--- src/rtl/acc_adj_pkg.sv ---
package acc_adj_pkg;
  localparam int unsigned DATA_W = 8;
  localparam int unsigned NIB_W  = DATA_W / 2;

  typedef enum logic [1:0] {
    OP_DADJ = 2'b00,
    OP_CMP  = 2'b01,
    OP_ROL  = 2'b10,
    OP_ROR  = 2'b11
  } op_e;

  typedef struct packed {
    logic s;
    logic z;
    logic ac;
    logic p;
    logic cy;
  } flags_t;

  function automatic logic even_par(input logic [DATA_W-1:0] v);
    return ~(^v);
  endfunction
endpackage

--- src/rtl/dadj_core.sv ---
module dadj_core
  import acc_adj_pkg::*;
#(
  parameter int unsigned W = DATA_W
) (
  input  logic [W-1:0] acc_i,
  input  logic         ac_i,
  input  logic         cy_i,
  output logic [W-1:0] res_o,
  output logic         ac_o,
  output logic         cy_o
);
  localparam int unsigned NW = W / 2;
  localparam logic [W:0]    LO_ADD = {{(W-3){1'b0}}, 4'b0110};
  localparam logic [W:0]    HI_ADD = LO_ADD << NW;
  localparam logic [NW-1:0] NINE   = NW'(9);

  logic          lo_fix, hi_fix;
  logic [NW:0]   lo_sum;
  logic [W:0]    step1, step2;

  always_comb begin
    lo_fix = (acc_i[NW-1:0] > NINE) | ac_i;
    lo_sum = {1'b0, acc_i[NW-1:0]} + (NW+1)'(6);
    step1  = {1'b0, acc_i} + (lo_fix ? LO_ADD : '0);
    // high test sees the value after the low correction
    hi_fix = (step1[W-1:NW] > NINE) | cy_i;
    step2  = {1'b0, step1[W-1:0]} + (hi_fix ? HI_ADD : '0);
    res_o  = step2[W-1:0];
    ac_o   = lo_fix & lo_sum[NW];
    cy_o   = cy_i | step1[W] | step2[W];
  end
endmodule

--- src/rtl/cmp_core.sv ---
module cmp_core
  import acc_adj_pkg::*;
#(
  parameter int unsigned W = DATA_W
) (
  input  logic [W-1:0] acc_i,
  input  logic [W-1:0] imm_i,
  output logic [W-1:0] diff_o,
  output logic         borrow_o,
  output logic         nib_borrow_o
);
  localparam int unsigned NW = W / 2;

  logic [W:0]  full_d;
  logic [NW:0] low_d;

  always_comb begin
    full_d       = {1'b0, acc_i} - {1'b0, imm_i};
    low_d        = {1'b0, acc_i[NW-1:0]} - {1'b0, imm_i[NW-1:0]};
    diff_o       = full_d[W-1:0];
    borrow_o     = full_d[W];
    nib_borrow_o = low_d[NW];
  end
endmodule

--- src/rtl/rot_core.sv ---
module rot_core
  import acc_adj_pkg::*;
#(
  parameter int unsigned W    = DATA_W,
  parameter bit          LEFT = 1'b1
) (
  input  logic [W-1:0] acc_i,
  output logic [W-1:0] res_o,
  output logic         cy_o
);
  generate
    if (LEFT) begin : g_left
      assign res_o = {acc_i[W-2:0], acc_i[W-1]};
      assign cy_o  = acc_i[W-1];
    end else begin : g_right
      assign res_o = {acc_i[0], acc_i[W-1:1]};
      assign cy_o  = acc_i[0];
    end
  endgenerate
endmodule

--- src/rtl/acc_adjust_unit.sv ---
module acc_adjust_unit
  import acc_adj_pkg::*;
(
  input  logic              clk_i,
  input  logic              rst_ni,
  input  logic              valid_i,
  input  logic [1:0]        op_i,
  input  logic [DATA_W-1:0] acc_i,
  input  logic [DATA_W-1:0] imm_i,
  input  logic              s_i,
  input  logic              z_i,
  input  logic              ac_i,
  input  logic              p_i,
  input  logic              cy_i,
  output logic              valid_o,
  output logic [DATA_W-1:0] acc_o,
  output logic              s_o,
  output logic              z_o,
  output logic              ac_o,
  output logic              p_o,
  output logic              cy_o
);
  localparam int unsigned N_ROT = 2;

  logic [DATA_W-1:0] da_res, cmp_diff;
  logic              da_ac, da_cy, cmp_cy, cmp_ac;
  logic [DATA_W-1:0] rot_res [N_ROT];
  logic              rot_cy  [N_ROT];

  logic [DATA_W-1:0] acc_d, acc_q;
  flags_t            fl_d, fl_q, fl_in;
  logic              vld_q;

  dadj_core #(.W(DATA_W)) i_dadj (
    .acc_i (acc_i),
    .ac_i  (ac_i),
    .cy_i  (cy_i),
    .res_o (da_res),
    .ac_o  (da_ac),
    .cy_o  (da_cy)
  );

  cmp_core #(.W(DATA_W)) i_cmp (
    .acc_i        (acc_i),
    .imm_i        (imm_i),
    .diff_o       (cmp_diff),
    .borrow_o     (cmp_cy),
    .nib_borrow_o (cmp_ac)
  );

  // index 0 rotates left, index 1 rotates right
  for (genvar g = 0; g < N_ROT; g++) begin : g_rot
    rot_core #(.W(DATA_W), .LEFT(g == 0)) i_rot (
      .acc_i (acc_i),
      .res_o (rot_res[g]),
      .cy_o  (rot_cy[g])
    );
  end

  assign fl_in = '{s: s_i, z: z_i, ac: ac_i, p: p_i, cy: cy_i};

  always_comb begin
    acc_d = acc_i;
    fl_d  = fl_in;
    unique case (op_e'(op_i))
      OP_DADJ: begin
        acc_d = da_res;
        fl_d  = '{s: da_res[DATA_W-1], z: (da_res == '0), ac: da_ac,
                  p: even_par(da_res), cy: da_cy};
      end
      OP_CMP: begin
        acc_d = acc_i;
        fl_d  = '{s: cmp_diff[DATA_W-1], z: (cmp_diff == '0), ac: cmp_ac,
                  p: even_par(cmp_diff), cy: cmp_cy};
      end
      OP_ROL: begin
        acc_d   = rot_res[0];
        fl_d.cy = rot_cy[0];
      end
      OP_ROR: begin
        acc_d   = rot_res[1];
        fl_d.cy = rot_cy[1];
      end
      default: ;
    endcase
  end

  always_ff @(posedge clk_i or negedge rst_ni) begin
    if (!rst_ni) begin
      vld_q <= 1'b0;
      acc_q <= '0;
      fl_q  <= '0;
    end else begin
      vld_q <= valid_i;
      if (valid_i) begin
        acc_q <= acc_d;
        fl_q  <= fl_d;
      end
    end
  end

  assign valid_o = vld_q;
  assign acc_o   = acc_q;
  assign s_o     = fl_q.s;
  assign z_o     = fl_q.z;
  assign ac_o    = fl_q.ac;
  assign p_o     = fl_q.p;
  assign cy_o    = fl_q.cy;
endmodule

--- config.mk ---
export PLATFORM = sky130hd
export DESIGN_NAME = acc_adjust_unit
export DESIGN_NICKNAME = d
export VERILOG_FILES = /design/src/rtl/acc_adj_pkg.sv /design/src/rtl/dadj_core.sv /design/src/rtl/cmp_core.sv /design/src/rtl/rot_core.sv /design/src/rtl/acc_adjust_unit.sv
export SDC_FILE = /design/constraint.sdc
export NUM_CORES = 1
export LEC_CHECK = 0
export CORE_ASPECT_RATIO = 1.75
export CORE_MARGIN = 4
export CORE_UTILIZATION = 50
export DETAILED_ROUTE_END_ITERATION = 10
export DONT_BUFFER_PORTS = 1
export GPL_TIMING_DRIVEN = 1
export SYNTH_ARGS = -nofsm -noshare
export SYNTH_HDL_FRONTEND = slang
export SYNTH_SLANG_ARGS = --single-unit
export TNS_END_PERCENT = 5
--- constraint.sdc ---
create_clock -name clk_i -period 0.9 [get_ports clk_i]
set_input_delay 0.27 -clock clk_i [delete_from_list [all_inputs] [get_ports clk_i]]
set_output_delay 0.27 -clock clk_i [all_outputs]
set_load 0.02 [all_outputs]
==> results.txt <==
The part of the power in combinational logic is 52.8%. The final core utilization came out at 69.0%. The total nets after synthesis came out at 243. The initial core utilization is 53.2%. The arrival time at the worst endpoint is 3.19 ns.

Summing every instance area after synthesis gives 1710 um^2. Clock tree synthesis found a total of 14 sinks. Sorting the synthesized cells by area gives the leading types as sky130_fd_sc_hd__dfrtp_1, sky130_fd_sc_hd__ha_1, sky130_fd_sc_hd__inv_1.

The share of final-layout standard cells stronger than drive strength 1 is 37.4%. The final layout contains 285 nets. The final HPWL from detailed placement came out at 3810 um. The maximum clock path buffer count is 2. The async set-reset flop share out of synthesis came out at 100%. The global-route wire length before repair came out at 7570 um. The category of the worst setup path capture point is a flop. In the final timing run, aggregate negative setup slack is -18.51 ns. The tightest hold path in the finished design has a slack of 0.0612 ns. The count of endpoints failing setup in the final report is 26. The area growth from synthesis to layout is 29.8%. The sequential area share after synthesis came out at 20.5%. The achievable frequency came out at 325 MHz.

The root buffer cell chosen for the clock tree is sky130_fd_sc_hd__clkbuf_8. The delay of the slowest cell on the worst path is 0.54 ns. The overall fraction of global-route tracks in use came out at 22.4%.

Among all cell types in the netlist, the one instantiated most often is sky130_fd_sc_hd__inv_1. The total design power came out at 2910 uW. The total leakage power is 0.00105 uW. The period utilization is 342%. The ratio of total power to cell area is 1310 nW/um^2.

The placeable core area came out at 3210 um^2. 0 antenna diodes ended up in the layout. The clock transition at the register clock pins on the worst setup and hold paths after CTS came out at 0.05 ns. The cell type with the highest aggregate area in the netlist is sky130_fd_sc_hd__dfrtp_1.

The number of detailed-routing iterations run before antenna repair is 4. The post-synthesis cell type count is 44. The worst pin sits at a relative slew slack of 59.6%. The worst supply voltage drop on vdd is 821 uV. The final reports fail on setup timing. The maximum number of pins on one net before global-route repair came out at 24. The type of origin of the critical path is an input pin. The post-synthesis area per instance came out at 8.75 um^2. For this run, the leading register cell type out of synthesis is sky130_fd_sc_hd__dfrtp_1. For this block, the initial DRC count from the detailed router was 25. The relative contribution of sequential cells to total power is 30.5%. At the end of routability-driven placement, the weighted congestion stood at 0.856. The length in cells of the worst reg-to-reg path came out at 1.

The total via count in the routed design is 1537. The number of global-route vias before repair was 1656. The aggregate routed wire length came out at 4620 um. The minimum clock period is 3.07 ns. The clock buffer count from CTS came out at 3. The global-route congestion overflow total came out at 0. The register bit count reported by yosys is 14. Using the TritonRoute via totals, the vias-per-cell ratio works out to 5.53. The number of instances in the synthesized netlist is 195. The area of the die came out at 4450 um^2.

At the worst endpoint, the required time is 1.02 ns. The number of standard-cell rows in the floorplan came out at 27. The x dimension of the die is 52.2 um. Of all nets on the critical path, the largest fanout is 7. The clock latency of the later-clocked register in the worst-skew pair came out at 0.23 ns. The count of cells along the worst hold path is 0. Yosys printed 0 warnings. The transition time of the tightest slew-check pin came out at 0.606 ns. The max capacitance violation total came out at 0. In the final routed layout, each cell accounts on average for 16.6 um. The total I/O pin count came out at 40. The total DRC errors in the routed layout is 0. The count of flip-flops with a built-in enable after synthesis came out at 0. The final number of max-transition violations came out at 0. Sorting the synthesized cells by how often they occur yields sky130_fd_sc_hd__inv_1, sky130_fd_sc_hd__ha_1, sky130_fd_sc_hd__dfrtp_1, sky130_fd_sc_hd__nand2_1, sky130_fd_sc_hd__a21oi_1. The switching power of the nets is 1020 uW. TritonCTS built the clock tree. The initial antenna violation count came out at 0.

The count of input and output buffers came out at 0. The final hold violation count is 0. The internal cell power came out at 1890 uW. The worst-case setup margin in the final layout came out at -2.17 ns.

The classification of the worst-slack hold path is input pin to flop. The largest individual stage delay along the critical path comes from the cell sky130_fd_sc_hd__fa_2. The final cell count without fillers came out at 278. Setup repair after global routing could not meet its margin everywhere. Summed over its instances, the top area cell type makes up 20.5% of the synthesized netlist area. The detail route stage leaves a number of antenna-violating nets equal to 0. The flow ran to the end, but the final reports show violations. Of the total power, the clock network draws 16.6%.

The worst setup path is of the input pin to flop kind. The height of the die is 85.3 um. Traced cell by cell, the critical path runs through o21ai_4, nand2b_1, ha_2, inv_2, fa_2, nand3b_4, nor2_4, xor2_2, a21o_1, ha_2, inv_2, fa_2, inv_1, mux4_2, mux2_4. Across the routed clock network, the largest skew measured is 0 ns.

The count of H-tree levels built during CTS came out at 1. Once placement completed, the tool counted placed cells totaling 267. The switching share of power came out at 35.1%.
==> power by group through the flow <==
stage / combinational, uW / sequential, uW / clock, uW
final: 1540 / 888 / 484
after global routing: 1720 / 900 / 529
after CTS: 1490 / 892 / 492
after detailed placement: 1420 / 882 / 0
after global placement: 1380 / 877 / 0
after floorplan: 982 / 910 / 0
==> through the flow <==
step                area, um^2  setup WS [ns]
finish                    2220          -2.17
global route              2220          -2.31
CTS                       2150          -2.17
detailed placement        2020          -2.43
global placement          2020          -2.29
floorplan                 1740          -2.47
==> timing repair <==
action | 4_1_cts | 5_1_grt
hold endpoints to repair | 14 | 0
cloned | 0 | 0
gates resized for setup | 20 | 13
setup endpoints to repair | 26 | 40
hold buffers | 1 | 0
pin swaps | 4 | 4
buffers inserted | 5 | 2
==> worst max-delay path: cells and delay by family <==
kind,cells,cell delay [ns]
AO/OA/AOI/OAI,2,0.21
AND/OR/NAND/NOR,3,0.42
XOR/XNOR,1,0.17
multiplexers,2,0.71
adder cells (fa/ha/maj),4,1.29
buffers and inverters,3,0.12
==> logic make-up (layout without fill, tap and decap cells) <==
family                   count (synthesis)  in the layout  synth area share, %
adder cells (fa/ha/maj)                 22             22                 17.4
XOR/XNOR                                20             20                 11.1
AO/OA/AOI/OAI                           45             45                 17.2
buffers and inverters                   34             74                 7.70
multiplexers                            15             15                 12.3
AND/OR/NAND/NOR                         45             45                 13.7
flip-flops                              14             14                 20.5
==> state kept, by name, indices dropped and copies added (netlist names) <==
name / flops
ac_o: 1
acc_o: 8
cy_o: 1
p_o: 1
s_o: 1
valid_o: 1
z_o: 1
==> layer usage <==
metal / share of wire (%) / up-vias / global-route usage (%)
li1: - / 764 / -
met1: 35 / 729 / 22.7
met2: 58 / 38 / 44.8
met3: 4.8 / 6 / 3.87
met4: 1.5 / 0 / 4.88
met5: 0 / - / 0
==> worst paths after layout <==
kind / to / from / slack (ns)
max in group asynchronous: s_o / rst_ni / 0.36
setup reg to reg: acc_o[6] / acc_o[6] / 0.11
setup / recovery: acc_o[6] / acc_i[2] / -2.17
hold reg to reg: acc_o[5] / acc_o[5] / 0.53
min in group asynchronous: acc_o[6] / rst_ni / 0.10
hold / removal: valid_o / valid_i / 0.06
==> layout make-up <==
cell class | instances | area (um^2)
fillers | 263 | 993
flip-flops and latches | 14 | 362
multi-input cells | 147 | 1300
inverters | 26 | 97.6
well taps | 43 | 53.8
repair buffers | 45 | 365
clock buffers | 3 | 41.3
==> layout by cell type, fill, tap and decap left out, types with 6 or more instances in the layout <==
master                    synthesis  routed
sky130_fd_sc_hd__mux2_2           8       6
sky130_fd_sc_hd__xor2_1           9       8
sky130_fd_sc_hd__xnor2_1         10      10
sky130_fd_sc_hd__dfrtp_2          0       9
sky130_fd_sc_hd__buf_6            0       6
sky130_fd_sc_hd__inv_1           25      22
sky130_fd_sc_hd__buf_4            0      38
sky130_fd_sc_hd__nand2_1         14      13
sky130_fd_sc_hd__ha_1            19      17
sky130_fd_sc_hd__a21oi_1         13      10
sky130_fd_sc_hd__nor2_1          10       9
Power figures use the tool's default switching activity.
